## config.mk

```make
export PLATFORM = sky130hd
export DESIGN_NAME = dma_xfer_channel
export DESIGN_NICKNAME = d
export VERILOG_FILES = /design/src/rtl/dma_chan_pkg.sv /design/src/rtl/dma_chan_regs.sv /design/src/rtl/dma_chan_addr.sv /design/src/rtl/dma_chan_ctrl.sv /design/src/rtl/dma_xfer_channel.sv
export SDC_FILE = /design/constraint.sdc
export NUM_CORES = 1
export LEC_CHECK = 0
export ABC_AREA = 1
export BUFFER_PORTS_ARGS = -buffer_cell sky130_fd_sc_hd__buf_2
export CAP_MARGIN = 30
export CORE_ASPECT_RATIO = 1.4
export CORE_UTILIZATION = 40
export CTS_CLUSTER_DIAMETER = 150
export DETAILED_ROUTE_END_ITERATION = 7
export SETUP_SLACK_MARGIN = 0.1
export SLEW_MARGIN = 5
export SYNTH_ARGS = -nofsm -noshare
export SYNTH_HDL_FRONTEND = slang
export SYNTH_SLANG_ARGS = --single-unit
```

## constraint.sdc

```tcl
create_clock -name clk -period 2.8 [get_ports clk]
set_input_delay 0.28 -clock clk [delete_from_list [all_inputs] [get_ports clk]]
set_output_delay 0.28 -clock clk [all_outputs]
set_load 0.05 [all_outputs]
```

## src/rtl/dma_chan_pkg.sv

```systemverilog
package dma_chan_pkg;

  typedef enum logic [1:0] {
    PH_IDLE  = 2'd0,
    PH_READ  = 2'd1,
    PH_HOLD  = 2'd2,
    PH_WRITE = 2'd3
  } phase_e;

  // bit0 = en, bit1 = wide, bit2 = rpt, bit3 = src_fwd, bit4 = dst_fwd
  typedef struct packed {
    logic dst_fwd;
    logic src_fwd;
    logic rpt;
    logic wide;
    logic en;
  } chan_ctrl_t;

  localparam int CTRL_W = 5;

  localparam logic [1:0] SEL_SRC = 2'd0;
  localparam logic [1:0] SEL_DST = 2'd1;
  localparam logic [1:0] SEL_RLD = 2'd2;
  localparam logic [1:0] SEL_CTL = 2'd3;

endpackage

```

## src/rtl/dma_chan_regs.sv

```systemverilog
module dma_chan_regs
  import dma_chan_pkg::*;
#(
  parameter int AW = 20,
  parameter int CW = 16
) (
  input  logic          clk,
  input  logic          rst,
  input  logic          wr_en,
  input  logic [1:0]    wr_sel,
  input  logic [AW-1:0] wr_data,
  input  logic          busy,
  input  logic          done,
  input  logic          sgl_end,
  input  logic          launch,
  output logic [AW-1:0] src_ptr,
  output logic [AW-1:0] dst_ptr,
  output logic [CW-1:0] rld,
  output chan_ctrl_t    ctrl,
  output logic          first
);

  logic          pend_v;
  logic [1:0]    pend_sel;
  logic [AW-1:0] pend_data;

  logic          use_v;
  logic [1:0]    use_sel;
  logic [AW-1:0] use_data;
  chan_ctrl_t    new_ctrl;
  logic          en_eff;
  logic          hold_wr;

  // a write in the read or capture cycle is parked; writes in the
  // write cycle or while idle apply directly
  assign hold_wr = wr_en && busy && !done;
  assign en_eff  = ctrl.en && !sgl_end;

  always_comb begin
    use_v    = 1'b0;
    use_sel  = wr_sel;
    use_data = wr_data;
    if (wr_en && !hold_wr) begin
      use_v = 1'b1;
    end else if (done && pend_v) begin
      use_v    = 1'b1;
      use_sel  = pend_sel;
      use_data = pend_data;
    end
    new_ctrl = chan_ctrl_t'(use_data[CTRL_W-1:0]);
  end

  always_ff @(posedge clk) begin
    if (rst) begin
      src_ptr   <= '0;
      dst_ptr   <= '0;
      rld       <= '0;
      ctrl      <= '0;
      first     <= 1'b0;
      pend_v    <= 1'b0;
      pend_sel  <= '0;
      pend_data <= '0;
    end else begin
      if (hold_wr) begin
        pend_v    <= 1'b1;
        pend_sel  <= wr_sel;
        pend_data <= wr_data;
      end else if (done) begin
        pend_v <= 1'b0;
      end

      if (launch)  first   <= 1'b0;
      if (sgl_end) ctrl.en <= 1'b0;

      if (use_v) begin
        case (use_sel)
          SEL_SRC: src_ptr <= use_data;
          SEL_DST: dst_ptr <= use_data;
          SEL_RLD: rld     <= use_data[CW-1:0];
          default: begin
            if (!(new_ctrl.src_fwd && new_ctrl.dst_fwd)) begin
              ctrl <= new_ctrl;
              if (new_ctrl.en && !en_eff) first <= 1'b1;
            end
          end
        endcase
      end
    end
  end

endmodule

```

## src/rtl/dma_chan_addr.sv

```systemverilog
module dma_chan_addr
  import dma_chan_pkg::*;
#(
  parameter int AW = 20
) (
  input  logic          clk,
  input  logic          rst,
  input  logic          launch,
  input  logic          first,
  input  logic          done,
  input  chan_ctrl_t    ctrl,
  input  logic [AW-1:0] src_ptr,
  input  logic [AW-1:0] dst_ptr,
  output logic [AW-1:0] rd_addr,
  output logic [AW-1:0] wr_addr
);

  logic [AW-1:0] cur;
  logic [AW-1:0] step;

  assign step    = ctrl.wide ? AW'(2) : AW'(1);
  assign rd_addr = (ctrl.src_fwd && !first) ? cur : src_ptr;
  assign wr_addr = ctrl.dst_fwd ? cur : dst_ptr;

  always_ff @(posedge clk) begin
    if (rst) begin
      cur <= '0;
    end else if (launch && first) begin
      cur <= ctrl.src_fwd ? src_ptr : dst_ptr;
    end else if (done && (ctrl.src_fwd || ctrl.dst_fwd)) begin
      cur <= cur + step;
    end
  end

endmodule

```

## src/rtl/dma_chan_ctrl.sv

```systemverilog
module dma_chan_ctrl
  import dma_chan_pkg::*;
#(
  parameter int AW = 20,
  parameter int DW = 16,
  parameter int CW = 16
) (
  input  logic          clk,
  input  logic          rst,
  input  logic          start,
  input  chan_ctrl_t    ctrl,
  input  logic          first,
  input  logic [CW-1:0] rld,
  input  logic [AW-1:0] rd_addr,
  input  logic [AW-1:0] wr_addr,
  input  logic [DW-1:0] bus_rdata,
  output logic          busy,
  output logic          done,
  output logic          launch,
  output logic          sgl_end,
  output logic [AW-1:0] bus_addr,
  output logic          bus_rd,
  output logic          bus_wr,
  output logic          bus_wide,
  output logic [DW-1:0] bus_wdata,
  output logic          irq
);

  localparam int HALF = DW / 2;

  phase_e        st;
  logic [CW-1:0] cnt;
  logic [DW-1:0] dq;
  logic          uflow;

  assign busy    = (st != PH_IDLE);
  assign done    = (st == PH_WRITE);
  assign launch  = start && (st == PH_IDLE) && ctrl.en;
  assign uflow   = (cnt == '0);
  assign sgl_end = done && uflow && !ctrl.rpt;

  always_ff @(posedge clk) begin
    if (rst) begin
      st        <= PH_IDLE;
      cnt       <= '0;
      dq        <= '0;
      bus_addr  <= '0;
      bus_rd    <= 1'b0;
      bus_wr    <= 1'b0;
      bus_wide  <= 1'b0;
      bus_wdata <= '0;
      irq       <= 1'b0;
    end else begin
      irq <= 1'b0;
      case (st)
        PH_IDLE: begin
          if (launch) begin
            if (first) cnt <= rld;
            bus_addr <= rd_addr;
            bus_rd   <= 1'b1;
            bus_wide <= ctrl.wide;
            st       <= PH_READ;
          end
        end
        PH_READ: begin
          bus_rd <= 1'b0;
          dq     <= bus_rdata;
          st     <= PH_HOLD;
        end
        PH_HOLD: begin
          bus_addr  <= wr_addr;
          bus_wr    <= 1'b1;
          bus_wdata <= ctrl.wide ? dq : {{(DW-HALF){1'b0}}, dq[HALF-1:0]};
          st        <= PH_WRITE;
        end
        default: begin
          bus_wr <= 1'b0;
          if (uflow) begin
            irq <= 1'b1;
            if (ctrl.rpt) cnt <= rld;
          end else begin
            cnt <= cnt - 1'b1;
          end
          st <= PH_IDLE;
        end
      endcase
    end
  end

endmodule

```

## src/rtl/dma_xfer_channel.sv

```systemverilog
module dma_xfer_channel
  import dma_chan_pkg::*;
#(
  parameter int AW = 20,
  parameter int DW = 16,
  parameter int CW = 16
) (
  input  logic          clk,
  input  logic          rst,
  input  logic          wr_en,
  input  logic [1:0]    wr_sel,
  input  logic [AW-1:0] wr_data,
  input  logic          start,
  output logic [AW-1:0] bus_addr,
  output logic          bus_rd,
  output logic          bus_wr,
  output logic          bus_wide,
  output logic [DW-1:0] bus_wdata,
  input  logic [DW-1:0] bus_rdata,
  output logic          busy,
  output logic          active,
  output logic          irq
);

  logic [AW-1:0] src_ptr;
  logic [AW-1:0] dst_ptr;
  logic [CW-1:0] rld;
  chan_ctrl_t    ctrl;
  logic          first;
  logic          done;
  logic          launch;
  logic          sgl_end;
  logic [AW-1:0] rd_addr;
  logic [AW-1:0] wr_addr;

  assign active = ctrl.en;

  dma_chan_regs #(.AW(AW), .CW(CW)) u_regs (
    .clk(clk), .rst(rst),
    .wr_en(wr_en), .wr_sel(wr_sel), .wr_data(wr_data),
    .busy(busy), .done(done), .sgl_end(sgl_end), .launch(launch),
    .src_ptr(src_ptr), .dst_ptr(dst_ptr), .rld(rld),
    .ctrl(ctrl), .first(first)
  );

  dma_chan_addr #(.AW(AW)) u_addr (
    .clk(clk), .rst(rst),
    .launch(launch), .first(first), .done(done), .ctrl(ctrl),
    .src_ptr(src_ptr), .dst_ptr(dst_ptr),
    .rd_addr(rd_addr), .wr_addr(wr_addr)
  );

  dma_chan_ctrl #(.AW(AW), .DW(DW), .CW(CW)) u_ctrl (
    .clk(clk), .rst(rst), .start(start),
    .ctrl(ctrl), .first(first), .rld(rld),
    .rd_addr(rd_addr), .wr_addr(wr_addr), .bus_rdata(bus_rdata),
    .busy(busy), .done(done), .launch(launch), .sgl_end(sgl_end),
    .bus_addr(bus_addr), .bus_rd(bus_rd), .bus_wr(bus_wr),
    .bus_wide(bus_wide), .bus_wdata(bus_wdata), .irq(irq)
  );

endmodule

```

* Word-level counts from Yosys, hierarchy flattened
Index checks and enable logic that the tools add are counted.
Operators by class: shifts and indexed selects 0, bitwise logic cells 3, add/sub/neg operators 2, eq/ne operators 8, $mul 0, reductions and logical operators 41, magnitude comparators 0, multiplexer cells 37, divide/modulo/power cells 0
Operators by type and width (count):
- two-way mux 20 bit | 8
- two-way mux 16 bit | 5
- case mux 20 bit (2 select lines) | 1
- case mux 16 bit (2 select lines) | 1
- adder 20 bit | 1
- zero test 16 bit | 1
- subtractor 16 x 1 -> 16 bit (second input constant) | 1
- two-way mux 1 bit | 15
- logical AND 1 bit | 14
- AND reduction 2 bit | 6
- nonzero test 2 bit | 5
- two-way mux 2 bit | 4
- equality test 2 bit (second input constant) | 3
- zero test 1 bit | 6
- case mux 2 bit (3 select lines) | 1
- equality test 2 x 1 -> 1 bit (second input constant) | 2
- zero test 2 bit | 2
- inequality test 2 bit (second input constant) | 2
- case mux 1 bit (2 select lines) | 2
- AND reduction 4 bit | 1
- OR reduction 2 bit | 2
- OR reduction 4 bit | 1
- inequality test 3 bit (second input constant) | 1
- inverter 1 bit | 3
- 3 further kinds | 3
Storage, ports and cells: bits in latches 0, memories kept 0, register bits after elaboration 179, bits in writable memories 0, memory bits (read-only) 0, output and inout port bits 42

* Logic depth before layout (Yosys ltp)
word-level depth 11, gate-level depth with buffers 13

* Modules after synthesis
From an unflattened synthesis, not the netlist that was laid out.
Unflattened totals: cell total of the unflattened synthesis 1406, area total of the unflattened synthesis 9332.7 µm²
Modules (own cells, without submodules):
- dma_chan_regs | seq. area each 1701.6 µm², area an instance 3619.7 µm², cells each 521, instances 1
- dma_chan_ctrl | seq. area each 1481.4 µm², area an instance 3568.4 µm², cells each 508, instances 1
- dma_chan_addr | seq. area each 400.4 µm², area an instance 2144.6 µm², cells each 377, instances 1

* Worst setup path before layout
No wires, ideal clock.
path type reg2reg, start register u_ctrl.st[0], end register u_ctrl.cnt[3], slack 866 ps, cell stages (with the launch flop) 9, setup time 132 ps, path buffers 2, data arrival time 1802 ps, cells stage by stage dfxtp_1 -> inv_1 -> ha_1 -> buf_2 -> inv_2 -> clkbuf_1 -> nand4_1 -> nand3_1 -> a21oi_1
On the way: word-level cells in the longest chain between the ends 5, elaborated cells between the ends (all ways) 12
RTL lines:
- from (decl) | RTL line dma_chan_ctrl.sv:31 | phase_e st;
- from (signal assigned) | RTL line dma_chan_ctrl.sv:44 | st <= PH_IDLE;
- from (signal assigned) | RTL line dma_chan_ctrl.sv:62 | st <= PH_READ;
- from (signal assigned) | RTL line dma_chan_ctrl.sv:68 | st <= PH_HOLD;
- zero test 2 bit | RTL line dma_chan_ctrl.sv:38, dma_chan_ctrl.sv:55
- logical AND 1 bit (2 in a row) | RTL line dma_chan_ctrl.sv:38 | assign launch = start && (st == PH_IDLE) && ctrl.en;
- inequality test 2 bit (no line)
- AND reduction 4 bit (no line)
- to (signal assigned) | RTL line dma_chan_ctrl.sv:58 | if (first) cnt <= rld;
- to (signal assigned) | RTL line dma_chan_ctrl.sv:80 | if (ctrl.rpt) cnt <= rld;
- to (signal assigned) | RTL line dma_chan_ctrl.sv:82 | cnt <= cnt - 1'b1;
- to (decl) | RTL line dma_chan_ctrl.sv:32 | logic [CW-1:0] cnt;
Several ways; a longest one is shown, not always the timed one. A chain may end at the register's enable or synchronous reset.

* Worst setup path after layout
start register u_ctrl.st[0], end register u_regs.src_ptr[1]
On the way: word-level cells in the longest chain between the ends 8, elaborated cells between the ends (all ways) 16
RTL lines:
- equality test 2 bit / nonzero test 2 bit (equally long branches) | RTL line dma_chan_ctrl.sv:37, dma_chan_ctrl.sv:36
- zero test 1 bit / logical AND 1 bit (equally long branches) | RTL line dma_chan_regs.sv:36 | assign hold_wr = wr_en && busy && !done;
- logical AND 1 bit | RTL line dma_chan_regs.sv:36
- zero test 1 bit | RTL line dma_chan_regs.sv:43 | if (wr_en && !hold_wr) begin
- logical AND 1 bit | RTL line dma_chan_regs.sv:43
- two-way mux 2 bit | RTL line dma_chan_regs.sv:43
- zero test 2 bit | RTL line dma_chan_regs.sv:76 | case (use_sel)
- AND reduction 2 bit (no line)
- to (signal assigned) | RTL line dma_chan_regs.sv:77 | SEL_SRC: src_ptr <= use_data;
- to (decl) | RTL line dma_chan_regs.sv:16 | output logic [AW-1:0] src_ptr,
Several ways; a longest one is shown, not always the timed one.

==> results.md <==
- The beginning of the worst register-to-register path is u_ctrl.st[0]$_SDFFE_PP0N_.
- The power per standard cell area is around 570 nW/µm².
- The total number of yosys warnings is 0.
- The startpoint of the tightest hold check path is bus_rdata[12].
- The synthesized design spends more area on one cell type than any other, namely dfxtp_1.
- The setup check on the worst reg-to-reg path leaves a slack of just over 0.5 ns.
- The number of buffer cells added on primary ports is 83.
- The first detailed-routing pass ran for 5 iterations.
- Sorting the synthesized cells by how often they occur yields nand2_1, dfxtp_1, o21ai_0.
- The cell area after technology mapping is between 8000 and 9000 µm².
- Counting the fill cells in the layout gives roughly 2200.
- The global router's overall resource usage is a little under a quarter.
- The smallest hold slack is between 0.05 and 0.06 ns.
- The congestion estimate from routability-driven global placement came to just under 0.9.
- The endpoint of the worst hold-timing path is u_ctrl.dq[12]$_SDFFE_PP0P_.
- The via count of the first global-routing pass is approximately 8000.
- The count of final max-slew check failures is 0.
- The detail route stage leaves a number of antenna-violating nets equal to 0.
- The maximum VDD drop is about 0.42 mV.
- The starting density of the core is between 40% and 50%.
- The logic depth of the worst setup path including buffers is 8.
- OpenSTA, run right after detailed placement, puts the worst setup slack at roughly 0.52 ns.
- The detailed-route wire length per cell is approximately 16 µm.
- For this run, the leading register cell type out of synthesis is dfxtp_1.
- The die covers around 22000 µm².
- The post-detailed-route via-to-cell ratio is 5.26.
- The die is 126 µm wide.
- Entering global routing, the biggest net connects 60 pins.
- The number of diodes is 0.
- In this run the mean area of a mapped cell was 6.92 µm².
- The clock tree root buffer cell is clkbuf_16.
- Based on the critical path, the design can be clocked at up to 436 MHz.
- Summing all multi-input logic gate instances after layout gives ~4200 µm².
- By area the synthesized netlist is led by dfxtp_1, nand2_1, o21ai_0.
- The flow ran to the end, and the final reports show no timing, DRC or antenna violations.
- The number of remaining DRC errors is 0.
- The number of nets in the synthesized netlist is ~1300.
- In the post-route analysis, the smallest setup slack over all paths is 0.508 ns.
- The number of hold buffers added after CTS was 0.
- The setup violation total in the final timing report is 0.
- The final worst-path cycle share is about four fifths.
- In this run the core area contains 63 standard-cell rows.
- The final layout contains routed wiring with a total length of about 25000 µm.
- The clock drives between 150 and 200 sinks.
- The slew of the pin with the lowest slew margin is around 0.84 ns.
- The floorplan core area is 21100 µm².
- The worst endpoint required time is 3.17 ns.
- After synthesis, the largest area contributor takes up approximately two fifths of total cell area.
- The final critical path time including I/O delays and setup is ~2.3 ns.
- The delay contributed by the slowest stage of the critical path is roughly 0.70 ns.
- The height of the chip is ~180 µm.
- The worst hold path passes through 3 cells.
- The synthesized instance count is approximately 1200.
- The HPWL after detailed placement is around 17000 µm.
- For the worst flop-to-flop path, the logic depth is 8.
- STA classifies the critical path endpoint as a register.
- The leakage dissipation is between 3 and 4 nW.
- Setup repair after global routing left no endpoint under its margin.
- Yosys mapped the design onto 39 distinct sky130hd cell types.
- The number of flops mapped to enable cells by yosys is 0.
- On the final layout, the worst clock skew is around 0.014 ns.
- The number of buffers created by CTS is 17.
- The library cell with the highest instance count after synthesis is nand2_1.
- Clock latency on the worst-skew pair, taken at its later pin, is 0.45 ns.
- The critical path in this run is classified as register to register.
- The number of post-CTS setup repair buffers is 0.
- The slowest cell on the critical path is o21ai_0.
- The number of gates resized after cts is 0.
- The share of cells above drive strength 1 is 12.5%.
- The endpoint identified for the worst register-to-register timing path is u_regs.src_ptr[1]$_SDFFE_PP0P_.
- The critical-path maximum fanout is 34.
- Adding up every negative setup slack in the final design gives 0 ns.
- After the first detailed-routing iteration, the DRC count stood at about 400.
- In this run, synthesis produced a sequential element count of approximately 180.
- The number of buffers and inverters on the critical path is 2.
- The share of async-settable or async-resettable flops after synthesis is 0%.
- The worst hold-check path type is input pin to register.
- TritonCTS built the clock tree.
- The number of antenna violations at the first check in global routing came to 1.
- The I/O pin count is 84.
- The number of maximum-capacitance violations is 0.
- The worst path arrival time is about 2.7 ns.
- In the final layout, flip-flops and latches occupy around 3600 µm².
- The relative slew slack is 43.3%.
- The signal on the critical path passes through ha_1 > nand2_2 > inv_2 > nand2_2 > buf_4 > o21ai_0 > o21ai_0 > a21oi_1.
- The longest clock path from root to sink contains 2 buffers.
- The clock transition time at the flip-flop clock pins of the worst setup and hold paths is ~0.07 ns.
- The count of final hold-check violations came to 0.
- The area growth from synthesis to layout is 13.4%.
- The kind of cell adding the most delay to the critical path is compound AO/OA/AOI/OAI gates.
- The number of vias after detailed routing is around 8200.
- The kind of start point of the critical path is a register.
- The final layout contains between 1000 and 1500 nets.
- The first-pass GRT wire length is around 40000 µm.
- The remaining global-route overflow is 0.
- After synthesis, flip-flops and latches occupy roughly two fifths of the total area.
- The H-tree was split into 4 levels.
-- layout by cell type, fill, tap and decap left out, types with 7 or more instances in the layout --
cell,n
o21ai_1,14
dfxtp_1,179
inv_2,7
o211ai_1,48
buf_2,83
nand2_1,260
nand3_1,55
nor3_1,14
nor2_1,126
ha_1,8
inv_1,110
a31oi_1,24
clkbuf_16,17
o21ai_0,158
buf_4,20
a21oi_1,120
-- logic make-up (layout without fill, tap and decap cells) --
group	after synthesis	after routing	share of synthesized area (%)
buffers and inverters	195	253	9.26
xor gates and xnor gates	9	9	0.916
adders and majority gates	9	9	1.40
AOI/OAI and AO/OA	376	376	24.2
and+or+nand+nor	476	476	22.6
DFF	179	179	41.7
-- sequential cells by signal, summed over array words and instances (netlist names) --
register          cells
u_addr.cur           20
u_ctrl.bus_addr      20
u_ctrl.bus_rd         1
u_ctrl.bus_wdata     16
u_ctrl.bus_wide       1
u_ctrl.bus_wr         1
u_ctrl.cnt           16
u_ctrl.dq            16
u_ctrl.irq            1
u_ctrl.st             2
u_regs.ctrl           5
u_regs.dst_ptr       20
u_regs.first          1
u_regs.pend_data     20
u_regs.pend_sel       2
u_regs.pend_v         1
u_regs.rld           16
u_regs.src_ptr       20
-- cell type report --
class	count	share of cell area [%]
Multi-Input combinational cell	870	43.4
Clock inverter	14	1.68
Tap cell	260	3.33
Sequential cell	179	36.7
Inverter	117	4.50
Timing Repair Buffer	104	6.00
Clock buffer	18	4.40
-- per-stage QoR --
step	utilization (%)	std cells	cell area, µm²	power [mW]
2_1_floorplan	-	1244	8600	3.08
3_3_place_gp	43.4	1530	9160	3.24
3_5_place_dp	43.4	1530	9160	3.25
4_1_cts	46.2	1562	9760	5.66
5_1_grt	46.2	1562	9760	5.82
6_report	46.2	1562	9760	5.60
-- how the worst max path moves through the flow --
| stage | start | to | slack, ns |
|---|---|---|---|
| 2_1_floorplan | u_ctrl.st[0]$_SDFFE_PP0N_ | u_ctrl.cnt[3]$_SDFFE_PP0P_ | 0.87 |
| 3_3_place_gp | u_ctrl.st[0]$_SDFFE_PP0N_ | u_regs.src_ptr[1]$_SDFFE_PP0P_ | 0.54 |
| 3_5_place_dp | u_ctrl.st[0]$_SDFFE_PP0N_ | u_regs.src_ptr[1]$_SDFFE_PP0P_ | 0.52 |
| 4_1_cts | u_ctrl.st[0]$_SDFFE_PP0N_ | u_regs.src_ptr[1]$_SDFFE_PP0P_ | 0.50 |
| 5_1_grt | u_regs.ctrl[1]$_SDFFE_PP0P_ | u_addr.cur[16]$_SDFFE_PP0P_ | 0.34 |
| 6_report | u_ctrl.st[0]$_SDFFE_PP0N_ | u_regs.src_ptr[1]$_SDFFE_PP0P_ | 0.51 |
-- power breakdown --
part           switching, mW  internal, mW  total [mW]
Clock                   1.14          1.27        2.41
Sequential            0.0467          2.62        2.67
Combinational          0.363         0.161       0.523
Total                   1.55          4.05        5.60
-- tightest hold or removal path, cell delays in order --
cell    delay, ns
buf_2        0.07
nor2_1       0.03
nor2_1       0.08
-- per-layer routing --
layer	up-vias	part of all wire, %	GRT usage (%)
met1	3785	42	26.8
met3	40	4.0	4.48
li1	4221	-	-
met5	-	0.068	0
met4	2	2.7	8.99
met2	175	51	42.1
(Power assumes the default switching activity.)
